--- src/rtl/slicer_pkg.sv ---
package slicer_pkg;
  typedef enum logic [1:0] {
    CMP_HOLD = 2'd0,
    CMP_SET  = 2'd1,
    CMP_CLR  = 2'd2
  } cmp_act_e;
endpackage

--- src/rtl/slc_peak_track.sv ---
module slc_peak_track #(
  parameter int DATA_W   = 12,
  parameter int DECAY_SH = 3,
  parameter bit POS_PEAK = 1'b1
) (
  input  logic                     clk_i,
  input  logic                     rst_ni,
  input  logic                     valid_i,
  input  logic signed [DATA_W-1:0] sample_i,
  output logic signed [DATA_W-1:0] peak_next_o
);
  logic signed [DATA_W-1:0] peak_q;
  logic                     exceed;

  generate
    if (POS_PEAK) begin : g_pos
      assign exceed = sample_i > peak_q;
    end else begin : g_neg
      assign exceed = sample_i < peak_q;
    end
  endgenerate

  always_comb begin
    peak_next_o = peak_q;
    if (valid_i) begin
      if (exceed) peak_next_o = sample_i;
      else        peak_next_o = peak_q - (peak_q >>> DECAY_SH);
    end
  end

  always_ff @(posedge clk_i or negedge rst_ni) begin
    if (!rst_ni) peak_q <= '0;
    else         peak_q <= peak_next_o;
  end
endmodule

--- src/rtl/slc_thresh.sv ---
module slc_thresh #(
  parameter int DATA_W = 12,
  parameter int MIN_PP = 64,
  localparam int TW    = DATA_W + 2
) (
  input  logic signed [DATA_W-1:0] pos_i,
  input  logic signed [DATA_W-1:0] neg_i,
  output logic signed [TW-1:0]     hi_o,
  output logic signed [TW-1:0]     lo_o,
  output logic                     amp_ok_o
);
  logic signed [TW-1:0] pos_x, neg_x, pp, sum, mid, quarter;

  assign pos_x    = {{2{pos_i[DATA_W-1]}}, pos_i};
  assign neg_x    = {{2{neg_i[DATA_W-1]}}, neg_i};
  assign pp       = pos_x - neg_x;
  assign sum      = pos_x + neg_x;
  assign mid      = sum >>> 1;
  assign quarter  = pp >>> 2;
  assign hi_o     = mid + quarter;
  assign lo_o     = mid - quarter;
  assign amp_ok_o = pp > $signed(TW'(MIN_PP));
endmodule

--- src/rtl/slc_compare.sv ---
module slc_compare
  import slicer_pkg::*;
#(
  parameter int TW = 14
) (
  input  logic                 en_i,
  input  logic signed [TW-1:0] x_i,
  input  logic signed [TW-1:0] hi_i,
  input  logic signed [TW-1:0] lo_i,
  output cmp_act_e             act_o
);
  always_comb begin
    act_o = CMP_HOLD;
    if (en_i) begin
      if (x_i > hi_i)      act_o = CMP_SET;
      else if (x_i < lo_i) act_o = CMP_CLR;
    end
  end
endmodule

--- src/rtl/hyst_slicer.sv ---
module hyst_slicer
  import slicer_pkg::*;
#(
  parameter int DATA_W   = 12,
  parameter int DECAY_SH = 3,
  parameter int MIN_PP   = 64
) (
  input  logic                     clk_i,
  input  logic                     rst_ni,
  input  logic                     valid_i,
  input  logic signed [DATA_W-1:0] sample_i,
  input  logic                     adapt_en_i,
  input  logic signed [DATA_W-1:0] thr_hi_i,
  input  logic signed [DATA_W-1:0] thr_lo_i,
  output logic                     sym_o,
  output logic                     edge_o
);
  localparam int TW = DATA_W + 2;

  logic signed [DATA_W-1:0] pos_nx, neg_nx;
  logic signed [TW-1:0]     a_hi, a_lo, hi_sel, lo_sel, x_ext;
  logic                     amp_ok, cmp_en;
  cmp_act_e                 act;
  logic                     sym_d;

  slc_peak_track #(.DATA_W(DATA_W), .DECAY_SH(DECAY_SH), .POS_PEAK(1'b1)) u_pk_pos (
    .clk_i, .rst_ni, .valid_i, .sample_i, .peak_next_o(pos_nx)
  );
  slc_peak_track #(.DATA_W(DATA_W), .DECAY_SH(DECAY_SH), .POS_PEAK(1'b0)) u_pk_neg (
    .clk_i, .rst_ni, .valid_i, .sample_i, .peak_next_o(neg_nx)
  );

  slc_thresh #(.DATA_W(DATA_W), .MIN_PP(MIN_PP)) u_thr (
    .pos_i(pos_nx), .neg_i(neg_nx), .hi_o(a_hi), .lo_o(a_lo), .amp_ok_o(amp_ok)
  );

  assign x_ext  = {{2{sample_i[DATA_W-1]}}, sample_i};
  assign hi_sel = adapt_en_i ? a_hi : {{2{thr_hi_i[DATA_W-1]}}, thr_hi_i};
  assign lo_sel = adapt_en_i ? a_lo : {{2{thr_lo_i[DATA_W-1]}}, thr_lo_i};
  assign cmp_en = valid_i && (!adapt_en_i || amp_ok);

  slc_compare #(.TW(TW)) u_cmp (
    .en_i(cmp_en), .x_i(x_ext), .hi_i(hi_sel), .lo_i(lo_sel), .act_o(act)
  );

  always_comb begin
    unique case (act)
      CMP_SET: sym_d = 1'b1;
      CMP_CLR: sym_d = 1'b0;
      default: sym_d = sym_o;
    endcase
  end

  always_ff @(posedge clk_i or negedge rst_ni) begin
    if (!rst_ni) begin
      sym_o  <= 1'b0;
      edge_o <= 1'b0;
    end else begin
      sym_o  <= sym_d;
      edge_o <= sym_d ^ sym_o;
    end
  end
endmodule

--- config.mk ---
export PLATFORM = sky130hd
export DESIGN_NAME = hyst_slicer
export DESIGN_NICKNAME = d
export VERILOG_FILES = /design/src/rtl/slicer_pkg.sv /design/src/rtl/slc_peak_track.sv /design/src/rtl/slc_thresh.sv /design/src/rtl/slc_compare.sv /design/src/rtl/hyst_slicer.sv
export SDC_FILE = /design/constraint.sdc
export NUM_CORES = 1
export LEC_CHECK = 0
export ABC_AREA = 1
export CORE_ASPECT_RATIO = 0.6
export CORE_MARGIN = 10
export CORE_UTILIZATION = 60
export DETAILED_ROUTE_END_ITERATION = 10
export DONT_BUFFER_PORTS = 1
export GPL_TIMING_DRIVEN = 1
export PLACE_DENSITY = 0.84
export REMOVE_ABC_BUFFERS = 1
export SLEW_MARGIN = 20
export SYNTH_ARGS = -nofsm -noshare
export SYNTH_HDL_FRONTEND = slang
export SYNTH_HIERARCHICAL = 1
export SYNTH_SLANG_ARGS = --single-unit
export TNS_END_PERCENT = 20
--- constraint.sdc ---
create_clock -name clk_i -period 18.3 [get_ports clk_i]
set_input_delay 3.66 -clock clk_i [delete_from_list [all_inputs] [get_ports clk_i]]
set_output_delay 3.66 -clock clk_i [all_outputs]
set_load 0.05 [all_outputs]
Yosys cells after proc, flatten, opt, wreduce, memory -nomap -nowiden
Index checks and enable logic that the tools add are counted.
Operators by class
  $add $sub $neg: 6
  order comparisons: 5
  equal/unequal tests: 2
  muxes and demuxes: 10
  bitwise logic cells: 1
  reduce and logical (&&, ||, !) cells: 3
Operator list (count)
  $mux 12: 4
  $mux 14: 2
  $sub 12x9->12: 2
  $gt 12x14->1: 1
  $lt 12x14->1: 1
  $add 12x11->13: 1
  $add 12x12->13: 1
  $gt 13x8->1 const B: 1
  $sub 12x11->13: 1
  $sub 12x12->13: 1
  $gt 12x12->1: 1
  $lt 12x12->1: 1
  $mux 2: 3
  $eq 2x1->1 const B: 1
  $eq 2x2->1 const B: 1
  $pmux 1 s2: 1
  $logic_and 1x1->1: 1
  $logic_not 1->1: 1
  $logic_or 1x1->1: 1
  $xor 1x1->1: 1
Storage, ports and cells
  register bits after elaboration: 26
  input port bits: 40
  logic and storage cells: 31

Longest topological paths before layout
  depth in word-level cells: 13
  mapped depth: 56

Cells and area by module
Netlist, hierarchy kept.
Modules (own cells, without submodules)
  slc_thresh: instances 1, cells an instance 399, area each 2504.9 um^2, seq. area each 0.0 um^2
  slc_peak_track at u_pk_pos: instances 1, cells an instance 249, area each 1601.5 um^2, seq. area each 300.3 um^2
  slc_peak_track at u_pk_neg: instances 1, cells an instance 256, area each 1565.3 um^2, seq. area each 300.3 um^2
  slc_compare: instances 1, cells an instance 144, area each 824.5 um^2, seq. area each 0.0 um^2
  hyst_slicer: instances 1, cells an instance 100, area each 456.7 um^2, seq. area each 50.0 um^2

Worst setup path after synthesis
Ideal clock, no wire load.
  path type: input to register
  from: in sample_i[11]
  to: reg edge_o
  data arrival time: 9.021 ns
  setup slack: 9.213 ns
  stages on the path: 47
  buffers on the path: 3
  path through: ha_1 -> a21o_2 -> nor2_2 -> nand3_2 -> nand2_1 -> nand3_2 -> buf_6 -> nand2_1 -> nand3_1 -> nand2_1 -> inv_1 -> ha_1 -> fa_1 -> inv_1 -> nand3_1 -> nand3_1 -> a31oi_2 -> xor2_1 -> [11 not listed] -> nand2_1 -> inv_1 -> ha_1 -> nand2_2 -> nor2_4 -> inv_2 -> nor2_4 -> nand2_2 -> nand2_2 -> nand2_1 -> nand2_2 -> nor2_1 -> nor2_1 -> inv_1 -> ha_1 -> nor2_1 -> nand2_1 -> nand2_1
RTL lines
  start: declaration: line hyst_slicer.sv:11  | input logic signed [DATA_W-1:0] sample_i,
  $gt 12x12->1 (*): line slc_peak_track.sv:17  | assign exceed = sample_i > peak_q;
  $mux 12 (*): line slc_peak_track.sv:26  | if (exceed) peak_next_o = sample_i;
  $mux 12 (*): line slc_peak_track.sv:25  | if (valid_i) begin
  net pos_nx[0]: line hyst_slicer.sv:20  | logic signed [DATA_W-1:0] pos_nx, neg_nx;
  $add 12x12->13 / $sub 12x12->13 (equally long branches): line slc_thresh.sv:17, slc_thresh.sv:16
  $add 12x11->13 (*): line slc_thresh.sv:20  | assign hi_o = mid + quarter;
  net a_hi[12]: line hyst_slicer.sv:21  | logic signed [TW-1:0] a_hi, a_lo, hi_sel, lo_sel, x_ext;
  $mux 14 (*): line hyst_slicer.sv:38  | assign hi_sel = adapt_en_i ? a_hi : {{2{thr_hi_i[DATA_W-1]}}, thr_hi_i};
  net hi_sel[13]: line hyst_slicer.sv:21
  $gt 12x14->1 (*): line slc_compare.sv:15  | if (x_i > hi_i) act_o = CMP_SET;
  $mux 2 (*): line slc_compare.sv:15
  $mux 2 (*): line slc_compare.sv:14  | if (en_i) begin
  net act[1]: line hyst_slicer.sv:23  | cmp_act_e act;
  $eq 2x2->1 / $eq 2x1->1 (equally long branches): line hyst_slicer.sv:47  | unique case (act)
  $pmux 1 s2 (*): line hyst_slicer.sv:47
  $xor 1x1->1 (*): line hyst_slicer.sv:60  | edge_o <= sym_d ^ sym_o;
  end signal: assignment: line hyst_slicer.sv:60
  end: declaration: line hyst_slicer.sv:16  | output logic edge_o
Mark *: on every way through the listed nets, which the timed path passes. The rest lies on a longest branch.

Final worst setup path
  from: in sample_i[11]
  to: reg edge_o
Between the ends
  word-level cells in the longest chain between the ends: 13
Ends and longest elaborated chain
  $gt 12x12->1 (*): line slc_peak_track.sv:17
  $mux 12 (*): line slc_peak_track.sv:26
  $mux 12 (*): line slc_peak_track.sv:25
  net pos_nx[0]: line hyst_slicer.sv:20
  $add 12x12->13 / $sub 12x12->13 (equally long branches): line slc_thresh.sv:17, slc_thresh.sv:16
  $sub 12x11->13 (*): line slc_thresh.sv:21  | assign lo_o = mid - quarter;
  net a_lo[12]: line hyst_slicer.sv:21
  $mux 14 (*): line hyst_slicer.sv:39  | assign lo_sel = adapt_en_i ? a_lo : {{2{thr_lo_i[DATA_W-1]}}, thr_lo_i};
  net lo_sel[13]: line hyst_slicer.sv:21
  $lt 12x14->1 (*): line slc_compare.sv:16  | else if (x_i < lo_i) act_o = CMP_CLR;
  $mux 2 (*): line slc_compare.sv:16
  $mux 2 (*): line slc_compare.sv:15
  $mux 2 (*): line slc_compare.sv:14
  net act[1]: line hyst_slicer.sv:23
  $eq 2x2->1 / $eq 2x1->1 (equally long branches): line hyst_slicer.sv:47
  $pmux 1 s2 (*): line hyst_slicer.sv:47
  $xor 1x1->1 (*): line hyst_slicer.sv:60
Marked as above.

==> run summary <==
The flow ran to the end, and the final reports show no timing, DRC or antenna violations. The all-layer global routing usage came out at 0.233. The final hold violation count is 0. The startpoint identified for the worst register-to-register timing path is u_pk_pos/peak_q[11].

The routed wire length per instance is ~15 um. The floorplan row count came out at 30. Gates resized during post-CTS repair numbered 0. The total clock sinks is 26. The number of slew-limit violations in the final report is 0.

In this run the worst setup path begins at sample_i[11]. The width of the chip came out at ~160 um. Dividing the final minimum period by the clock period gives 0.543.

The H-tree depth came out at 1. Buffers inserted during clock tree synthesis total 3. In this run, the number of DRC markers left after iteration 0 of detailed routing was between 800 and 900.

The routed layout has roughly 7.0k vias. In this run the remaining antenna-violating nets after routing total 0. The clock insertion delay at the later pin of the skew report came out at between 200 and 300 ps. The core utilization of the finished layout came out at 0.619.

For this configuration, the core starts out at a cell density of 0.615. The Yosys warning count is 6. The synthesized netlist cell count is 1,148. Setup repair after global routing left no endpoint under its margin. The library cell used most frequently in the layout, excluding fill and tap cells, is nand2_1. The pre-CTS setup slack came out at approximately 8300 ps. Leaving out fill and tap cells, the most frequent cells in the layout are nand2_1, inv_1, ha_1. The number of filler instances in the final layout came out at 1,119.

The slowest stage of the critical path is the fa_1 cell. The number of global-route vias before repair is 6,364. The number of different library cells used by synthesis comes to 44.

42 I/O pins were placed. In the post-route analysis, the smallest setup slack over all paths is around 8400 ps. After layout, the minimum clock period comes to between 9000 and 10,000 ps. Counting flops with an async set or reset pin after synthesis yields a share of 1.00. The endpoint arrival time on the critical path is 10,150 ps. The core region is around 11,000 um^2.

For the final routed database, the setup TNS stands at 0 ps. CTS placed an instance of clkbuf_16 at the clock tree root. The count of input and output buffers came out at 0.

The share of post-route cells with drive strength above 1 is 0.0615. The maximum number of pins on one net before global-route repair came out at 30. Dividing the detail-routed via count by the number of cells gives approximately 5.5. The worst setup path is launched from an input pin.

The routed design has ~19 mm of wire. The final weighted congestion in routability-driven placement is ~0.96. The worst hold path was traced through 2 stages.

The achievable clock frequency came out at approximately 100 MHz. The worst setup path is captured at a flip-flop. Among the stages of the critical path, the cell type that occurs most often is nand2_1. The type of the worst setup path is input pin to flip-flop.

The synthesized design contains 26 register bits. The count of nets after finishing is 1,289. The number of instances in the placed design came out at approximately 1.3k. After global routing the overflow that remains totals 0.

The first global-routing pass estimated 32.0 mm of wire. The cell count of the worst reg-to-reg path is 47. The maximum clock path buffer count is 2. The number of buffers added to fix hold violations after cts is 0. The clock-pin slew reported for the worst setup and hold paths after clock tree synthesis is 70 ps. The predominant post-synthesis flop cell is dfrtp_1. For the final database, setup skew stands at approximately 5.2 ps. Before antenna repair, the detailed router went through 5 iterations. The total of endpoints with negative setup slack in the final report came out at 0. The number of standard cells in the final layout excluding fillers is ~1.3k. The synthesized area divided by synthesized cell count came out at a little over 6 um^2.

The total DRC errors in the routed layout is 0. The layout-stage area growth over the synthesis result came out at 0.630%. The transition at the pin with the smallest max-transition slack is 506 ps. The longest individual stage delay on the worst path is about 400 ps. The headroom to the max-slew limit is 0.662. The cell area after synthesis is between 6000 and 7000 um^2. The clock tree from TritonCTS is yes.

In this run the post-CTS setup repair buffer count came out at 0. The initial antenna violation count came out at 0. The area occupied by registers came out at approximately 650 um^2. Summed over all nets, the half-perimeter wirelength after detailed placement is around 16 mm.

The fraction of the yosys area taken by sequential cells came out at 0.0936. The multi-input combinational cell area is between 5000 and 6000 um^2. The start point of the worst min-delay path is u_pk_neg/peak_q[11].

The max-cap check violation count is 0. The chip height came out at around 100 um. The count of inserted antenna diode cells came out at 0. The maximum fanout along the worst path came out at 13. The tightest min-delay check is of the flip-flop to flip-flop type. The number of synthesized flops with an enable pin came out at 0. The die covers about 16,000 um^2. The worst endpoint required time is between 15,000 and 20,000 ps.
flip-flops by register name (all words and copies together) (netlist names):
| register | count |
|---|---|
| edge_o | 1 |
| u_pk_neg/peak_q | 12 |
| sym_o | 1 |
| u_pk_pos/peak_q | 12 |
final cells by class:
| cell class | count | area share |
|---|---|---|
| inverters | 214 | 0.115 |
| clock inverters | 1 | 0.00429 |
| clock buffers | 3 | 0.0107 |
| well taps | 160 | 0.0286 |
| flip-flops and latches | 26 | 0.0930 |
| multi-input cells | 878 | 0.749 |
logic make-up after synthesis:
group / after synthesis / synth area share
buffers and inverters: 244 / 0.153
and+or+nand+nor: 621 / 0.389
adders and majority gates: 126 / 0.233
AOI/OAI and AO/OA: 91 / 0.0799
xor gates and xnor gates: 40 / 0.0515
DFF: 26 / 0.0936
final timing paths:
| path | end | slack (ps) |
|---|---|---|
| max | edge_o | 8360 |
| min | u_pk_neg/peak_q[11] | 560 |
| max reg2reg | edge_o | 11270 |
| min reg2reg | u_pk_neg/peak_q[11] | 560 |
| max in group asynchronous | u_pk_neg/peak_q[0] | 15130 |
| min in group asynchronous | u_pk_neg/peak_q[2] | 3090 |
layer usage:
layer,routed length [um],track usage,part of all wire,vias up
met2,7310,0.340,0.38,322
met4,162,0.0191,0.0084,0
li1,-,-,-,3534
met5,0,0,0,-
met3,2180,0.0577,0.11,15
met1,9720,0.348,0.50,3169
worst max-delay path, delay by kind of cell:
family	cells	cell delay, ps
AOI/OAI and AO/OA	3	430
xor gates and xnor gates	1	320
adders and majority gates	6	1970
buffers and inverters	7	500
and+or+nand+nor	29	3230
Yosys cell counts, types with 3 or more instances:
library cell | instances | area, um^2
o21ai_2 | 3 | 26.3
a21oi_2 | 5 | 43.8
o21bai_1 | 6 | 45.0
nand4_1 | 15 | 93.8
nand3_1 | 107 | 536
inv_2 | 10 | 37.5
buf_4 | 7 | 52.6
nand3_2 | 8 | 80.1
buf_6 | 12 | 135
xor2_1 | 30 | 263
ha_1 | 120 | 1500
nand2_2 | 20 | 125
nor3_1 | 7 | 35.0
o21ai_0 | 9 | 45.0
xnor2_1 | 9 | 78.8
nor2_1 | 60 | 225
nand2_4 | 3 | 33.8
nand2_1 | 381 | 1430
buf_2 | 5 | 25.0
fa_1 | 6 | 120
nor2_2 | 9 | 56.3
nand3b_1 | 7 | 52.6
dfrtp_1 | 26 | 651
inv_1 | 204 | 766
a21oi_1 | 51 | 255
a31oi_1 | 3 | 18.8
stage by stage:
stage          area, um^2  hold WS, ps
6_report             7000          562
5_1_grt              7000          616
4_1_cts              7000          572
3_5_place_dp         6890          557
3_3_place_gp         6890          536
2_1_floorplan        6690          491
Power is not shown: default switching activity piles up to over one toggle a cycle in this logic, so the estimate is an artifact.
